<file path="src/rtl/cal_pkg.sv">
package cal_pkg;

    typedef struct packed {
        logic       leap;
        logic [7:0] year;
        logic [4:0] mon;
        logic [5:0] day;
        logic [2:0] wday;
        logic [5:0] hour;
        logic [6:0] min;
        logic [6:0] sec;
    } cal_time_t;

    typedef struct packed {
        cal_time_t live;
        cal_time_t stage;
        logic      h24;
    } cal_regs_t;

    localparam cal_time_t CAL_RESET =
        {1'b0, 8'h00, 5'h01, 6'h01, 3'd0, 6'h00, 7'h00, 7'h00};

    localparam int ADR_SEC  = 0;
    localparam int ADR_MIN  = 1;
    localparam int ADR_HOUR = 2;
    localparam int ADR_WDAY = 3;
    localparam int ADR_DAY  = 4;
    localparam int ADR_MON  = 5;
    localparam int ADR_YEAR = 6;
    localparam int ADR_UPD  = 7;
    localparam int ADR_CTRL = 8;

    function automatic logic [7:0] bcd_inc8(input logic [7:0] v);
        if (v[3:0] == 4'd9) return {v[7:4] + 4'd1, 4'd0};
        return {v[7:4], v[3:0] + 4'd1};
    endfunction

endpackage

</file>
<file path="src/rtl/cal_tick_gen.sv">
module cal_tick_gen #(
    parameter int DIV = 32768
) (
    input  logic clk,
    input  logic rst_n,
    input  logic clr,
    output logic tick
);
    localparam int CW = (DIV > 1) ? $clog2(DIV) : 1;

    logic [CW-1:0] cnt_d, cnt_q;

    assign tick = (cnt_q == CW'(DIV - 1));

    always_comb begin
        cnt_d = cnt_q + CW'(1);
        if (clr || tick) cnt_d = '0;
    end

    always_ff @(posedge clk) begin
        if (!rst_n) cnt_q <= '0;
        else        cnt_q <= cnt_d;
    end

    generate
        if (DIV > 1) begin : g_chk

            tick_spacing_chk: assert property (@(posedge clk) disable iff (!rst_n)
                tick |=> !tick);
        end
    endgenerate
endmodule

</file>
<file path="src/rtl/cal_month_len.sv">
module cal_month_len (
    input  logic [4:0] mon,
    input  logic       leap,
    output logic [5:0] last_day
);
    always_comb begin
        case (mon)
            5'h02:                      last_day = leap ? 6'h29 : 6'h28;
            5'h04, 5'h06, 5'h09, 5'h11: last_day = 6'h30;
            default:                    last_day = 6'h31;
        endcase
    end
endmodule

</file>
<file path="src/rtl/cal_carry_chain.sv">
module cal_carry_chain
    import cal_pkg::*;
(
    input  cal_time_t cur,
    input  logic      h24,
    output cal_time_t nxt
);
    logic [5:0] last_day;
    logic       sec_wrap, min_wrap, day_wrap, mon_wrap, yr_wrap;

    cal_month_len u_mlen (
        .mon      (cur.mon),
        .leap     (cur.leap),
        .last_day (last_day)
    );

    always_comb begin
        nxt      = cur;
        min_wrap = 1'b0;
        day_wrap = 1'b0;
        mon_wrap = 1'b0;
        yr_wrap  = 1'b0;

        sec_wrap = (cur.sec == 7'h59);
        nxt.sec  = sec_wrap ? 7'h00 : 7'(bcd_inc8({1'b0, cur.sec}));

        if (sec_wrap) begin
            min_wrap = (cur.min == 7'h59);
            nxt.min  = min_wrap ? 7'h00 : 7'(bcd_inc8({1'b0, cur.min}));
        end

        if (sec_wrap && min_wrap) begin
            if (h24) begin
                day_wrap = (cur.hour == 6'h23);
                nxt.hour = day_wrap ? 6'h00 : 6'(bcd_inc8({2'b00, cur.hour}));
            end else if (cur.hour[4:0] == 5'h11) begin
                day_wrap = cur.hour[5];
                nxt.hour = {~cur.hour[5], 5'h12};
            end else if (cur.hour[4:0] == 5'h12) begin
                nxt.hour = {cur.hour[5], 5'h01};
            end else begin
                nxt.hour = {cur.hour[5], 5'(bcd_inc8({3'b000, cur.hour[4:0]}))};
            end
        end

        if (day_wrap) begin
            nxt.wday = (cur.wday == 3'd6) ? 3'd0 : cur.wday + 3'd1;
            mon_wrap = (cur.day == last_day);
            nxt.day  = mon_wrap ? 6'h01 : 6'(bcd_inc8({2'b00, cur.day}));
        end

        if (mon_wrap) begin
            yr_wrap = (cur.mon == 5'h12);
            nxt.mon = yr_wrap ? 5'h01 : 5'(bcd_inc8({3'b000, cur.mon}));
        end

        if (yr_wrap) begin
            nxt.year = (cur.year == 8'h99) ? 8'h00 : bcd_inc8(cur.year);
            nxt.leap = 1'b0;
        end
    end
endmodule

</file>
<file path="src/rtl/bcd_calendar_counter.sv">
module bcd_calendar_counter
    import cal_pkg::*;
#(
    parameter int TICK_DIV = 32768,
    parameter int ADDR_W   = 4
) (
    input  logic              clk,
    input  logic              rst_n,
    input  logic              wr_en,
    input  logic [ADDR_W-1:0] wr_addr,
    input  logic [15:0]       wr_data,
    input  logic [ADDR_W-1:0] rd_addr,
    output logic [15:0]       rd_data
);
    cal_regs_t r_d, r_q;
    cal_time_t adv;
    logic      tick, commit;

    assign commit = wr_en && (wr_addr == ADDR_W'(ADR_UPD)) && wr_data[15];

    cal_tick_gen #(.DIV(TICK_DIV)) u_tick (
        .clk   (clk),
        .rst_n (rst_n),
        .clr   (commit),
        .tick  (tick)
    );

    cal_carry_chain u_chain (
        .cur (r_q.live),
        .h24 (r_q.h24),
        .nxt (adv)
    );

    always_comb begin
        r_d = r_q;
        if (commit)    r_d.live = r_q.stage;
        else if (tick) r_d.live = adv;
        if (wr_en) begin
            case (int'(wr_addr))
                ADR_SEC:  r_d.stage.sec  = wr_data[6:0];
                ADR_MIN:  r_d.stage.min  = wr_data[6:0];
                ADR_HOUR: r_d.stage.hour = wr_data[5:0];
                ADR_WDAY: r_d.stage.wday = wr_data[2:0];
                ADR_DAY:  r_d.stage.day  = wr_data[5:0];
                ADR_MON:  r_d.stage.mon  = wr_data[4:0];
                ADR_YEAR: begin
                    r_d.stage.year = wr_data[7:0];
                    r_d.stage.leap = wr_data[15];
                end
                ADR_CTRL: r_d.h24 = wr_data[0];
                default:  ;
            endcase
        end
    end

    always_ff @(posedge clk) begin
        if (!rst_n) r_q <= {CAL_RESET, CAL_RESET, 1'b1};
        else        r_q <= r_d;
    end

    always_comb begin
        case (int'(rd_addr))
            ADR_SEC:  rd_data = {9'd0,  r_q.live.sec};
            ADR_MIN:  rd_data = {9'd0,  r_q.live.min};
            ADR_HOUR: rd_data = {10'd0, r_q.live.hour};
            ADR_WDAY: rd_data = {13'd0, r_q.live.wday};
            ADR_DAY:  rd_data = {10'd0, r_q.live.day};
            ADR_MON:  rd_data = {11'd0, r_q.live.mon};
            ADR_YEAR: rd_data = {r_q.live.leap, 7'd0, r_q.live.year};
            ADR_CTRL: rd_data = {15'd0, r_q.h24};
            default:  rd_data = 16'h0000;
        endcase
    end


    commit_load_chk: assert property (@(posedge clk) disable iff (!rst_n)
        commit |=> (r_q.live == $past(r_q.stage)));

    commit_beats_tick_chk: assert property (@(posedge clk) disable iff (!rst_n)
        (commit && tick) |=> (r_q.live.sec == $past(r_q.stage.sec)));

    live_hold_chk: assert property (@(posedge clk) disable iff (!rst_n)
        (!commit && !tick) |=> $stable(r_q.live));

    sec_wrap_chk: assert property (@(posedge clk) disable iff (!rst_n)
        (tick && !commit && r_q.live.sec == 7'h59) |=> (r_q.live.sec == 7'h00));

    leap_clear_chk: assert property (@(posedge clk) disable iff (!rst_n)
        (!$past(commit) && r_q.live.year != $past(r_q.live.year)) |-> !r_q.live.leap);
endmodule

</file>
<file path="config.mk">
export PLATFORM = sky130hd
export DESIGN_NAME = bcd_calendar_counter
export DESIGN_NICKNAME = d
export VERILOG_FILES = /design/src/rtl/cal_pkg.sv /design/src/rtl/cal_tick_gen.sv /design/src/rtl/cal_month_len.sv /design/src/rtl/cal_carry_chain.sv /design/src/rtl/bcd_calendar_counter.sv
export SDC_FILE = /design/constraint.sdc
export NUM_CORES = 1
export LEC_CHECK = 0
export ABC_CLOCK_PERIOD_IN_PS = 4640
export BUFFER_PORTS_ARGS = -buffer_cell sky130_fd_sc_hd__buf_2
export CAP_MARGIN = 20
export CORE_AREA = 3 3 143 145
export CTS_CLUSTER_DIAMETER = 150
export DETAILED_ROUTE_END_ITERATION = 12
export DIE_AREA = 0 0 146 148
export PLACE_DENSITY = 0.53
export SKIP_CTS_REPAIR_TIMING = 1
export SLEW_MARGIN = 20
export SYNTH_ARGS = -nofsm -noshare
export SYNTH_HDL_FRONTEND = slang
export SYNTH_HIERARCHICAL = 1
export SYNTH_SLANG_ARGS = --single-unit
</file>
<file path="constraint.sdc">
create_clock -name clk -period 4.64 [get_ports clk]
set_clock_uncertainty 0.05 [all_clocks]
set_input_delay 0.464 -clock clk [delete_from_list [all_inputs] [get_ports clk]]
set_output_delay 0.464 -clock clk [all_outputs]
set_load 0.02 [all_outputs]
</file>
# == Word-level counts from Yosys, hierarchy flattened ==
# Cells that the tools add are included.
# classes
eq_ne,37
reduce_logical,41
addsub,15
muxes,56
bitwise,2
# ops
op,count
case mux 16 bit (8 select lines),1
2-to-1 mux 43 bit,2
2-to-1 mux 6 bit,9
2-to-1 mux 7 bit,7
2-to-1 mux 5 bit,7
equality test 4 bit (second input constant),8
adder 4 x 1 -> 4 bit (second input constant),7
equality test 4 x 3 -> 1 bit (second input constant),7
AND reduction 2 bit,14
2-to-1 mux 8 bit,3
2-to-1 mux 1 bit,23
equality test 5 bit (second input constant),4
2-to-1 mux 9 bit,2
nonzero test 3 bit,6
equality test 4 x 2 -> 1 bit (second input constant),4
adder 15 x 1 -> 15 bit (second input constant),1
equality test 15 bit (second input constant),1
equality test 7 bit (second input constant),2
case mux 6 bit (2 select lines),1
AND reduction 3 bit,4
nonzero test 2 bit,6
equality test 5 x 3 -> 1 bit (second input constant),2
adder 3 x 1 -> 3 bit (second input constant),3
equality test 4 x 1 -> 1 bit (second input constant),2
other kinds (18),25
# word_totals
output_inout_bits,16
reg_bits,102
in_bits,27
wordCells,176

# == Depth between registers and ports, before layout ==
# depth
word_depth,13
depth_mapped,14
ltp_nobuf,11

# == Modules after synthesis ==
# Netlist, hierarchy kept.
# modules_own_cells
module,cells_each,seq_area_each_um2,n_inst,area_per_inst_um2
bcd_calendar_counter,479,1741.7,1,4451.8
cal_carry_chain,223,0.0,1,1482.7
cal_tick_gen,71,300.3,1,693.2
cal_month_len,14,0.0,1,100.1

# == Worst setup path after synthesis ==
# Ideal clock, no wire load.
# synth_timing
path_type,reg-to-reg
from,reg r_q[74] (netlist name)
to,reg r_q[82] (netlist name)
path_stages_with_launch,12
n_path_buf,0
arrival_ns,2.483
period_less_slack_ns,2.649
slack_ns,1.991
required_ns,4.474
cell_sequence,dfxtp_1 nor2b_4 o21ai_2 a2bb2oi_2 xor2_1 nor4_4 nand2_2 nor4_2 mux2_2 mux2i_1 o21ai_0 o211a_1
# synth_between
elab_chain_len,8
word_cells_on_any_way,13
cone_classes,eq/ne (7); mux (3); reduce/logical (3)
# synth_lines
element,line,source
from (decl),bcd_calendar_counter.sv:15,"cal_regs_t r_d, r_q;"
from (signal assigned),bcd_calendar_counter.sv:57,"if (!rst_n) r_q <= {CAL_RESET, CAL_RESET, 1'b1};"
from (signal assigned),bcd_calendar_counter.sv:58,else r_q <= r_d;
equality test 5 x 3 -> 1 bit (tied with other cells),cal_month_len.sv:7,case (mon)
OR reduction 4 bit,cal_month_len.sv:7,
case mux 6 bit (2 select lines) (*),cal_month_len.sv:7,
net u_chain.last_day[0],cal_carry_chain.sv:8,logic [5:0] last_day;
equality test 6 bit (*),cal_carry_chain.sv:48,mon_wrap = (cur.day == last_day);
2-to-1 mux 1 bit (*),cal_carry_chain.sv:46,if (day_wrap) begin
2-to-1 mux 1 bit (*),cal_carry_chain.sv:52,if (mon_wrap) begin
nonzero test 2 bit (no source line) (*),-,
AND reduction 3 bit (no source line) (*),-,
# The timed path passes the listed nets; every way through them passes the cells marked *.
# A chain may end at the register's enable or synchronous reset.

# == Worst setup path after layout ==
# layout_timing
from,reg r_q[73] (netlist name)
to,reg r_q[83] (netlist name)
# Same word-level chain as after synthesis.

==> out/metrics.csv <==
stage,metric,value,unit
sta,Max Clock Freq,311,MHz
drt,drt total wl,18100,um
synthesis,synth top area cells,"dfxtp_1 30%, o21ai_0 8.0%, mux2i_1 7.0%",
placement,gpl congestion,0.797,
sta,final slew viol count,0,
synthesis,synth warn,6,
placement,PortBufs,28,
power,leakage,2.71,nW
sta,setup TNS,0,ns
drt,drt first pass iters,5,
global_routing,met1 Usage GRT,26.2,%
global_routing,grt ovf,0,
global_routing,vias in the first global route,5194,
sta,final worst slack,1.42,ns
hold_path,Worst Hold Class,input pin to flip-flop,
clock_tree,clk slew on worst S/H paths,0.08,ns
clock_tree,Skew-Pair Late Insertion Delay,0.35,ns
die,Die Height,148,um
global_routing,largest net degree at the start of global routing,64,
power,Power Total,1.85,mW
die,Die ar.,21600,um^2
clock_tree,htree depth,3,
finish,"commonest cells after routing, fill and taps aside","108 x o21ai_0, 102 x dfxtp_1, 60 x nand3_1",
drt,initial DRC count,403,
job,max-cap viol count,0,
power,PwrDens,257,nW/um^2
die,# IOs,43,
power,Clock Power Share,43.6,%
worst_setup_path,Crit Path Class,flip-flop to flip-flop,
placement,DP Cell Count,1026,
power,worst ir drop on vdd,0.000144,V
placement,dpl ws,1.44,ns
global_routing,initial antenna violation count,0,
die,Cell Rows,51,
worst_setup_path,crit path launch type,flip-flop,
drt,Vias,5700,
synthesis,top_reg_cell synth,dfxtp_1,
outcome,run status,completed,
global_routing,first-pass GRT wire length,29500,um
drt,number of remaining DRC errors,0,
synthesis,post-synthesis cell type count,78,
synthesis,Synth area leader,dfxtp_1,
die,core area,19300,um^2
finish,"most common cell after layout, fill and taps aside",o21ai_0,
synthesis,"FF+latch count, synth",102,
sta,Rel. slew slack,34.7,%
drt,Vias/cell,5.47,
global_routing,grt met3 use,2.82,%
synthesis,post-synthesis sequential area ratio,30.4,%
clock_tree,CTS root buffer,clkbuf_16,
synthesis,"EDFF count, synth",0,
global_routing,overall routing resource usage,16.7,%
sta,RSZ-0062 raised after global routing,false,
finish,# fillers,2029,
global_routing,M2 GR Usage,23.8,%
worst_setup_path,critical path data arrival time,3.42,ns
synthesis,"Avg Cell Area, Syn",8.55,um^2
synthesis,share of the synthesized area in the top cell type,30.4,%
global_routing,GRT busiest layer,met1,
worst_setup_path,Setup crit end kind,flip-flop,
finish,area delta synth->final,7.03,%
clock_tree,Sinks on Clock Net,102,
die,Initial Utilization,34.8,%
synthesis,Syn Inst Count,787,
worst_setup_path,CP required,4.84,ns
power,switching share of power,26.3,%
finish,# nets final,816,
sta,Slew @ Worst Pin,0.977,ns
synthesis,"Cell Area, Synth",6730,um^2
power,internal power,1.36,mW
sta,count of endpoints failing setup in the final report,0,
die,die width,146,um
finish,"Design Area, Final",7200,um^2
sta,final worst-path cycle share,69.3,%
power,Flop pwr share,48.8,%
finish,layout cells sized above 1,12.0,%
synthesis,ys async rst share,0,%
clock_tree,clk buf depth,2,
drt,routed len/inst,17.3,um
drt,Antenna Violating Nets Remaining,0,
sta,final-report hold violation count,0,
worst_setup_path,worst-path maximum fanout,18,
clock_tree,Num CTS Buffers,9,
finish,Non-Filler Instances,1043,
power,Comb pwr share,7.6,%
power,net load switching power,487,uW
clock_tree,CTS tree,yes,
placement,dpl hpwl,12200,um
placement,Placed Area,6880,um^2
sta,"Min Clock Period, post-route",3.22,ns
cell families (layout without fill, tap and decap cells):
| group | Yosys count | count (layout) | share of synthesized area [%] |
|---|---|---|---|
| adder cells (fa/ha/maj) | 17 | 17 | 3.16 |
| multiplexers | 64 | 64 | 10.0 |
| AND/OR/NAND/NOR | 243 | 243 | 21.3 |
| flip-flops | 102 | 102 | 30.4 |
| XOR/XNOR | 23 | 23 | 2.99 |
| AO/OA/AOI/OAI | 247 | 247 | 25.0 |
| buffers and inverters | 88 | 71 | 7.03 |
| other | 3 | 11 | 0.167 |
cells in the mapped netlist (4+ instances only):
cell type,number
clkbuf_1,22
nor2_1,42
nand4_1,4
nand2_1,43
and2_1,4
inv_1,20
a21oi_1,8
buf_6,7
nor3_1,10
buf_4,17
ha_1,17
nor3b_1,5
o21ai_0,108
a211oi_1,4
buf_2,19
o31ai_1,8
a21boi_1,17
a31oi_1,5
a21boi_0,25
nand3_1,61
nor2b_1,11
o41ai_1,4
mux2i_1,47
xnor2_1,11
and3_1,4
o211ai_1,5
nand3b_1,5
dfxtp_1,102
mux2_1,4
nand2b_1,9
o211a_1,41
mux2_2,12
xor2_1,12
cell type report:
type	count	area [um^2]	share of cell area (%)
sequential	102	2040	28.4
antenna	1	2.50	0.0348
clock inverter	7	91.3	1.27
tap	265	332	4.60
multi-input combinational	604	4240	58.9
clock buffer	9	225	3.13
inverter	21	78.8	1.09
timing repair buffer	34	185	2.57
metal layers:
layer  wire, um  up-vias
met5          0        -
li1           -     2840
met1       9630     2723
met3        810       10
met4        155        0
met2       7490      127
power by group through the flow:
stage	combinational [mW]	sequential, mW	clock (mW)
3_5_place_dp	0.141	0.923	0
6_report	0.141	0.903	0.807
5_1_grt	0.157	0.905	0.862
3_3_place_gp	0.141	0.923	0
4_1_cts	0.141	0.902	0.823
2_1_floorplan	0.112	0.916	0
sequential cells by signal, indices dropped and copies added (netlist names):
register / cells
u_tick/cnt_q: 15
r_q: 87
worst max-delay path, stage by stage, from the launching register on:
cell       delay (ns)
dfxtp_1          0.65
nor3b_1          0.29
a2bb2oi_2        0.09
xor2_1           0.19
nor4_4           0.36
nand2_2          0.31
nor4_2           0.43
mux2_2           0.38
mux2i_1          0.11
o21ai_0          0.10
o211a_1          0.16
final timing paths:
path,start,endpoint,slack [ns],cells after the start
worst max-delay path,r_q[73],r_q[83],1.42,10
worst min-delay path,wr_data[7],r_q[42],0.33,3
worst max register to register,r_q[73],r_q[83],1.42,10
worst min register to register,u_tick/cnt_q[0],u_tick/cnt_q[0],0.41,1
metrics by stage:
stage                     util [%]  hold WS (ns)
after global placement        35.6         0.399
after CTS                     37.2         0.331
after floorplan                  -         0.376
final                         37.2         0.333
after global routing          37.2         0.355
after detailed placement      35.6         0.401
No activity file was read; power rests on OpenSTA's default activity.
